===== src/rtl/tgpr_regfile.sv =====
module tgpr_regfile #(
  parameter int DW   = 32,
  parameter int NREG = 32,
  parameter int NTMP = 4
) (
  input  logic                    clk,
  input  logic                    rst_n,
  input  logic                    shadow_mode,
  input  logic                    ra_en,
  input  logic [$clog2(NREG)-1:0] ra_idx,
  output logic [DW-1:0]           ra_data,
  input  logic                    rb_en,
  input  logic [$clog2(NREG)-1:0] rb_idx,
  output logic [DW-1:0]           rb_data,
  input  logic                    wr_en,
  input  logic [$clog2(NREG)-1:0] wr_idx,
  input  logic [DW-1:0]           wr_data,
  output logic                    bad_access
);
  localparam int AW = $clog2(NREG);
  localparam int TW = $clog2(NTMP);

  logic [NREG-1:0][DW-1:0] gpr;
  logic [NTMP-1:0][DW-1:0] tmp;

  logic ra_low, rb_low, wr_low;
  assign ra_low = int'(ra_idx) < NTMP;
  assign rb_low = int'(rb_idx) < NTMP;
  assign wr_low = int'(wr_idx) < NTMP;

  logic wr_tmp, wr_gpr;
  assign wr_tmp = wr_en & shadow_mode & wr_low;
  assign wr_gpr = wr_en & ~shadow_mode;

  always_ff @(posedge clk) begin
    if (!rst_n) begin
      gpr <= '0;
      tmp <= '0;
    end else begin
      if (wr_gpr) gpr[wr_idx] <= wr_data;
      if (wr_tmp) tmp[wr_idx[TW-1:0]] <= wr_data;
    end
  end

  assign ra_data = (shadow_mode && ra_low) ? tmp[ra_idx[TW-1:0]] : gpr[ra_idx];
  assign rb_data = (shadow_mode && rb_low) ? tmp[rb_idx[TW-1:0]] : gpr[rb_idx];

  assign bad_access = shadow_mode & ((ra_en & ~ra_low) | (rb_en & ~rb_low) | (wr_en & ~wr_low));

  AST_LOW_MAIN_HELD: assert property (@(posedge clk) disable iff (!rst_n)
    shadow_mode |=> $stable(gpr[NTMP-1:0]));
  AST_SHADOW_HELD: assert property (@(posedge clk) disable iff (!rst_n)
    !shadow_mode |=> $stable(tmp));
  AST_SHADOW_WRITE: assert property (@(posedge clk) disable iff (!rst_n)
    (shadow_mode && wr_en && wr_low) |=> tmp[$past(wr_idx[TW-1:0])] == $past(wr_data));
  AST_UPPER_WRITE_DROPPED: assert property (@(posedge clk) disable iff (!rst_n)
    (shadow_mode && wr_en && !wr_low) |=> ($stable(gpr) && $stable(tmp)));
  AST_FLAG_NEEDS_MODE: assert property (@(posedge clk) disable iff (!rst_n)
    bad_access |-> shadow_mode);
  AST_MAIN_WRITE: assert property (@(posedge clk) disable iff (!rst_n)
    (!shadow_mode && wr_en) |=> gpr[$past(wr_idx)] == $past(wr_data));
endmodule


===== config.mk =====
export PLATFORM = sky130hd
export DESIGN_NAME = tgpr_regfile
export DESIGN_NICKNAME = d
export VERILOG_FILES = /design/src/rtl/tgpr_regfile.sv
export SDC_FILE = /design/constraint.sdc
export NUM_CORES = 2
export LEC_CHECK = 0
export CORE_ASPECT_RATIO = 1.1
export CORE_UTILIZATION = 40
export CTS_CLUSTER_DIAMETER = 100
export CTS_CLUSTER_SIZE = 14
export DETAILED_ROUTE_END_ITERATION = 7
export HOLD_SLACK_MARGIN = 0.02
export PLACE_DENSITY_LB_ADDON = 0.3
export SLEW_MARGIN = 20
export SYNTH_ARGS = -nofsm -noshare
export SYNTH_HDL_FRONTEND = slang
export SYNTH_SLANG_ARGS = --single-unit

===== constraint.sdc =====
create_clock -name clk -period 3.18 [get_ports clk]
set_clock_uncertainty 0.15 [all_clocks]
set_input_delay 0.477 -clock clk [delete_from_list [all_inputs] [get_ports clk]]
set_output_delay 0.477 -clock clk [all_outputs]
set_load 0.005 [all_outputs]

Yosys cells after proc, flatten, opt, wreduce, memory -nomap -nowiden
Index checks and enable logic that the tools add are counted.

operators by class
  $lt $le $gt $ge = 11
  multiply operators = 0
  mux-type cells = 16
  shifts and indexed selects = 0
  bitwise operators = 13
  reduce and logical (&&, ||, !) cells = 4
  $add $sub $neg = 0
  equal/unequal tests = 0
  divide/modulo/power cells = 0

operator list
  kind                  number
  $bwmux W1024          1
  $bmux W32 S5          2
  $mux W32              8
  $demux W32 S5         1
  $bmux W32 S2          2
  $bwmux W128           1
  $demux W32 S2         1
  $lt A5 B6 Y1 const B  3
  $lt A5 B3 Y1 const B  3
  $lt A2 B3 Y1 const B  3
  $and A1 B1 Y1         7
  $ge A5 B1 Y1 const B  1
  $logic_and A1 B1 Y1   4
  $not A1 Y1            4
  $ge A2 B1 Y1 const B  1
  $or A1 B1 Y1          2

word-level totals
  memories = 0
  memory bits (read-only) = 0
  latch bits = 0
  register bits after elaboration = 1152
  memory bits (writable) = 0
  logic and storage cells = 80

Depth between registers and ports, before layout
  depth in word-level cells = 6
  mapped depth = 9
  mapped depth without buffers = 4

Least setup slack after synthesis
OpenSTA, ideal clock, no wires.

  kind = input to output
  from = input ra_idx[0]
  to = output ra_data[10]
  setup slack = 0.646 ns
  arrival = 1.907 ns
  required time = 2.553 ns
  buffers on the path = 2
  stages on the path = 6
  cells stage by stage = buf_4 buf_2 mux4_2 o2bb2ai_1 o221ai_1 a41oi_1

between the ends
  longest elaborated chain between the ends = 3
  elaborated cells on any way between the ends = 7

ends and longest elaborated chain
  what                                                                   line  text
  start, declared                                                        10    input logic [$clog2(NREG)-1:0] ra_idx,
  $bmux W32 S5, or another cell as far along                             45    assign ra_data = (shadow_mode && ra_low) ? tmp[ra_idx[TW-1:0]] : gpr[ra_idx];
  $mux W32 (implied by the code) or $logic_and A1 B1 Y1 (tied branches)  45
  $mux W32 (*)                                                           45
  end, declared                                                          11    output logic [DW-1:0] ra_data,

Every way passes the cells marked *; elsewhere a longest branch is shown, timed or not. The select of a mux whose other input is x is not followed.

Worst setup path after layout
  from = register gpr[607] (netlist name)
  to = output ra_data[31]

between the ends
  longest elaborated chain between the ends = 3

ends and longest elaborated chain
  what                             line  text
  start, declared                  23    logic [NREG-1:0][DW-1:0] gpr;
  start signal, assigned by index  40    if (wr_gpr) gpr[wr_idx] <= wr_data;
  $bmux W32 S5                     45
  $mux W32 (implied by the code)   45
  $mux W32                         45

No other way between the ends. The select of a mux whose other input is x is not followed.

==> results.txt <==
The largest single stage delay on the critical path is 440 ps. Yosys attributes the largest share of cell area to sky130_fd_sc_hd__dfxtp_1 (37%), sky130_fd_sc_hd__nand2_1 (14%), sky130_fd_sc_hd__a21boi_0 (10%), sky130_fd_sc_hd__mux2i_1 (10%), sky130_fd_sc_hd__mux4_2 (9.3%). The total power density per cell area is 395 nW/um2. The clock sink count came out at 1,152. The post-synth net total is 7,271. The floorplan has 151 rows. The net switching power figure came out at 7.53 mW. The number of fill cells is 14,500. Synthesis inferred 1,152 register bits. The most common flop cell mapped by yosys is sky130_fd_sc_hd__dfxtp_1. The number of top-level design ports came out at 118. The first TritonRoute pass finished after 6 iterations. For the finished layout, the period the worst path requires is 3190 ps. The final reports fail on setup timing. For the pin with the worst max-slew slack, the measured transition is 880 ps. For this run, the post-layout net count is 7,237.

The number of library cell types mapped by synthesis came out at 48. The number of cells produced by synthesis came out at 7,218. The leading cell type in the layout, fill and taps excluded is sky130_fd_sc_hd__nand2_1. The critical path class is reg -> out. The wire length per cell after detailed routing came out at 23.6 um. The HPWL reported at the end of detailed placement is 146 mm. The wire length of the first global-routing pass came out at 330 mm. The number of vias in the routed layout came out at 54,400. The die covers 157,000 um2.

The number of failing hold endpoints at the final stage is 0. The fraction of registers with async set/reset is 0%. The clock network burns 37.5% of the power.

For the final routed database, the setup TNS stands at -16.0 ps. The area taken by flip-flops and latches came out at 23,100 um2. In this run the remaining antenna-violating nets after routing total 0.

For this block, the routed nets add up to 219 mm of wire. Data arrives at the worst endpoint at 2560 ps. Clock tree synthesis selected as its root buffer the cell sky130_fd_sc_hd__clkbuf_16. The remaining global-route overflow is 0.

Timing would allow up to 314 MHz. The number of setup violations in the final report is 3. For this run, the number of Yosys warnings is 0.

The worst-path maximum fanout came out at 3. The minimum setup slack after placement came out at -660 ps. The filler-free cell count of the finished design is 9,258. For this run, design rule violations remaining after detail routing come to 0. The congestion estimate from routability-driven global placement came to 0.928. The number of buffer cells added on primary ports came out at 117. The met2 layer wire length in the routed design came out at 99.8 mm.

Internal power comes to 21.1 mW. The top cell type by total area after synthesis is sky130_fd_sc_hd__dfxtp_1. In this design, the largest share of critical-path delay is due to multiplexers. The die is 378 um wide.

After layout, the worst path uses 100% of the clock period. The max-slew headroom at the worst pin is 41.3%. The run finished, with violations left.

The design draws 28.6 mW. The type of destination of the critical path is an output port. The worst hold path belongs to the class in -> reg.

The total instance count after detailed placement is 9,166. Counting both buffers and inverters, the worst setup path holds a total of 3. Across every metal layer, demand over resource in global routing totals 27.1%. At the later pin of the worst-skew pair, clock insertion delay measures 710 ps. The critical path goes through mux4_2 > mux2_4 > o221ai_2 > buf_4 > a41oi_2 > buf_6 > buf_6. Setup slack on the critical path of the routed design comes to -6.20 ps. The deepest level of the CTS H-tree is 3. The sequential cell fraction of total power came out at 50.7%. The area fraction of the dominant cell type after synthesis is 37.0%.

The number of clock buffers added by TritonCTS is 92. The reported leakage power came out at 24.3 nW. The highest metal layer carrying signal wires in the routed design is met5. The combinational cell fraction of total power came out at 11.8%. The slowest cell on the critical path is sky130_fd_sc_hd__mux4_2. The maximum number of buffers from clock root to sink came out at 3.

The reported max-cap violation count came out at 0. The synthesized area per cell is 8.63 um2. From synthesis to final layout, the design area changed by 16.4%. The post-synthesis cell area is 62,300 um2.

Setup repair after global routing could not meet its margin everywhere. Among the stages of the critical path, the cell type that occurs most often is sky130_fd_sc_hd__buf_6. The sequential-to-total area share from yosys stat is 37.0%.

The violation count after the first detailed-route iteration is 5,286. The utilization after layout is 47.0%. The routed length on met1 came out at 94.2 mm. The number of antenna violations at the first check in global routing came out at 7. The number of max-slew violations in the final report came out at 0. The floorplan step set the die height to 416 um. The area of combinational cells with multiple inputs is 37,700 um2. The post-detailed-placement cell area is 68,300 um2. The number of enable flip-flop cells after synthesis is 0. The final hold slack is 248 ps. The share of cells above drive strength 1 came out at 16.9%. Across the VDD grid, the largest voltage drop is 0.000448 V.

Using the TritonRoute via totals, the vias-per-cell ratio works out to 5.87. The number of global-route vias before repair came to 52,500. TritonCTS built the clock tree. The wire length on met3 is 17.3 mm. Leaving out fill and tap cells, the most frequent cells in the layout are sky130_fd_sc_hd__nand2_1 (2,405), sky130_fd_sc_hd__dfxtp_1 (1,117), sky130_fd_sc_hd__a21boi_0 (864). The maximum number of pins on one net before global-route repair is 151.

STA puts the critical path data required time at 2550 ps. The startpoint type of the worst setup path is a flip-flop. The design area came out at 72,500 um2. The post-CTS clock slew at the launch and capture registers of the worst setup and hold paths came out at 70 ps. The initial utilization of the core area, before any placement, comes to 40.4%. The core region area is 154,000 um2. The switching fraction of total power is 26.3%.
==> power groups by stage <==
stage | Sequential (mW) | Clock (mW) | Combinational (mW)
final | 14.5 | 10.7 | 3.38
after global routing | 14.5 | 11.4 | 3.49
after CTS | 14.5 | 10.9 | 3.29
after detailed placement | 14.9 | 0 | 3.18
after global placement | 14.8 | 0 | 3.16
after floorplan | 14.8 | 0 | 1.77
==> path summary, 6_finish.rpt <==
check | depth (start not counted) | endpoint | slack [ps] | from
min reg2reg | 2 | gpr[628]$_SDFFE_PN0P_ | 310 | gpr[628]$_SDFFE_PN0P_
max reg2reg | 2 | gpr[220]$_SDFFE_PN0P_ | 2240 | gpr[220]$_SDFFE_PN0P_
max | 7 | ra_data[31] | -6 | gpr[607]$_SDFFE_PN0P_
min | 3 | gpr[637]$_SDFFE_PN0P_ | 250 | wr_data[29]
==> synth_stat cells, types with 64 or more instances <==
cell type / count
sky130_fd_sc_hd__a41oi_1: 64
sky130_fd_sc_hd__o221ai_1: 64
sky130_fd_sc_hd__a21oi_1: 64
sky130_fd_sc_hd__o22ai_1: 128
sky130_fd_sc_hd__a22oi_1: 64
sky130_fd_sc_hd__mux4_2: 256
sky130_fd_sc_hd__a21boi_1: 288
sky130_fd_sc_hd__nor2_1: 90
sky130_fd_sc_hd__mux2_2: 64
sky130_fd_sc_hd__clkbuf_1: 482
sky130_fd_sc_hd__o21ai_0: 130
sky130_fd_sc_hd__o2bb2ai_1: 64
sky130_fd_sc_hd__buf_4: 69
sky130_fd_sc_hd__buf_2: 152
sky130_fd_sc_hd__dfxtp_1: 1152
sky130_fd_sc_hd__nand2_1: 2405
sky130_fd_sc_hd__mux2i_1: 640
sky130_fd_sc_hd__nand3_1: 65
sky130_fd_sc_hd__a21boi_0: 864
==> worst register-to-register path: cells and delay by family (launching register included) <==
family	cells	cell delay (ps)
AO/OA/AOI/OAI	1	260
flip-flops	1	360
AND/OR/NAND/NOR	1	70
==> logic make-up after synthesis <==
group,count (synthesis),synth area share [%]
AO/OA/AOI/OAI,1731,20.2
buffers and inverters,756,5.70
AND/OR/NAND/NOR,2619,16.4
multiplexers,960,20.7
flip-flops,1152,37.0
==> state kept, by name, indices dropped and copies added (netlist names) <==
name	count
gpr	1024
tmp	128
==> metal layers <==
layer	vias to the layer above	track usage [%]
li1	24800	-
met1	26800	37.1
met2	2239	43.2
met3	460	3.89
met4	10	9.95
met5	-	0
==> timing repair <==
| item | in CTS | in global routing |
|---|---|---|
| hold buffers | 1 | 0 |
| hold endpoints to repair | 1 | 0 |
| setup endpoints to repair | 64 | 42 |
| pin swaps | 54 | 22 |
| setup buffers | 0 | 11 |
| gates resized for setup | 555 | 59 |
==> final cells by class <==
| type | count | area share (%) |
|---|---|---|
| Antenna cell | 2 | 0.00690 |
| Multi-Input combinational cell | 5310 | 52.0 |
| Timing Repair Buffer | 626 | 9.22 |
| Clock buffer | 95 | 3.26 |
| Sequential cell | 1152 | 31.9 |
| Clock inverter | 6 | 0.0828 |
| Tap cell | 2065 | 3.56 |
| Inverter | 2 | 0.0104 |
Note: power is estimated with default switching activity, not from simulation.
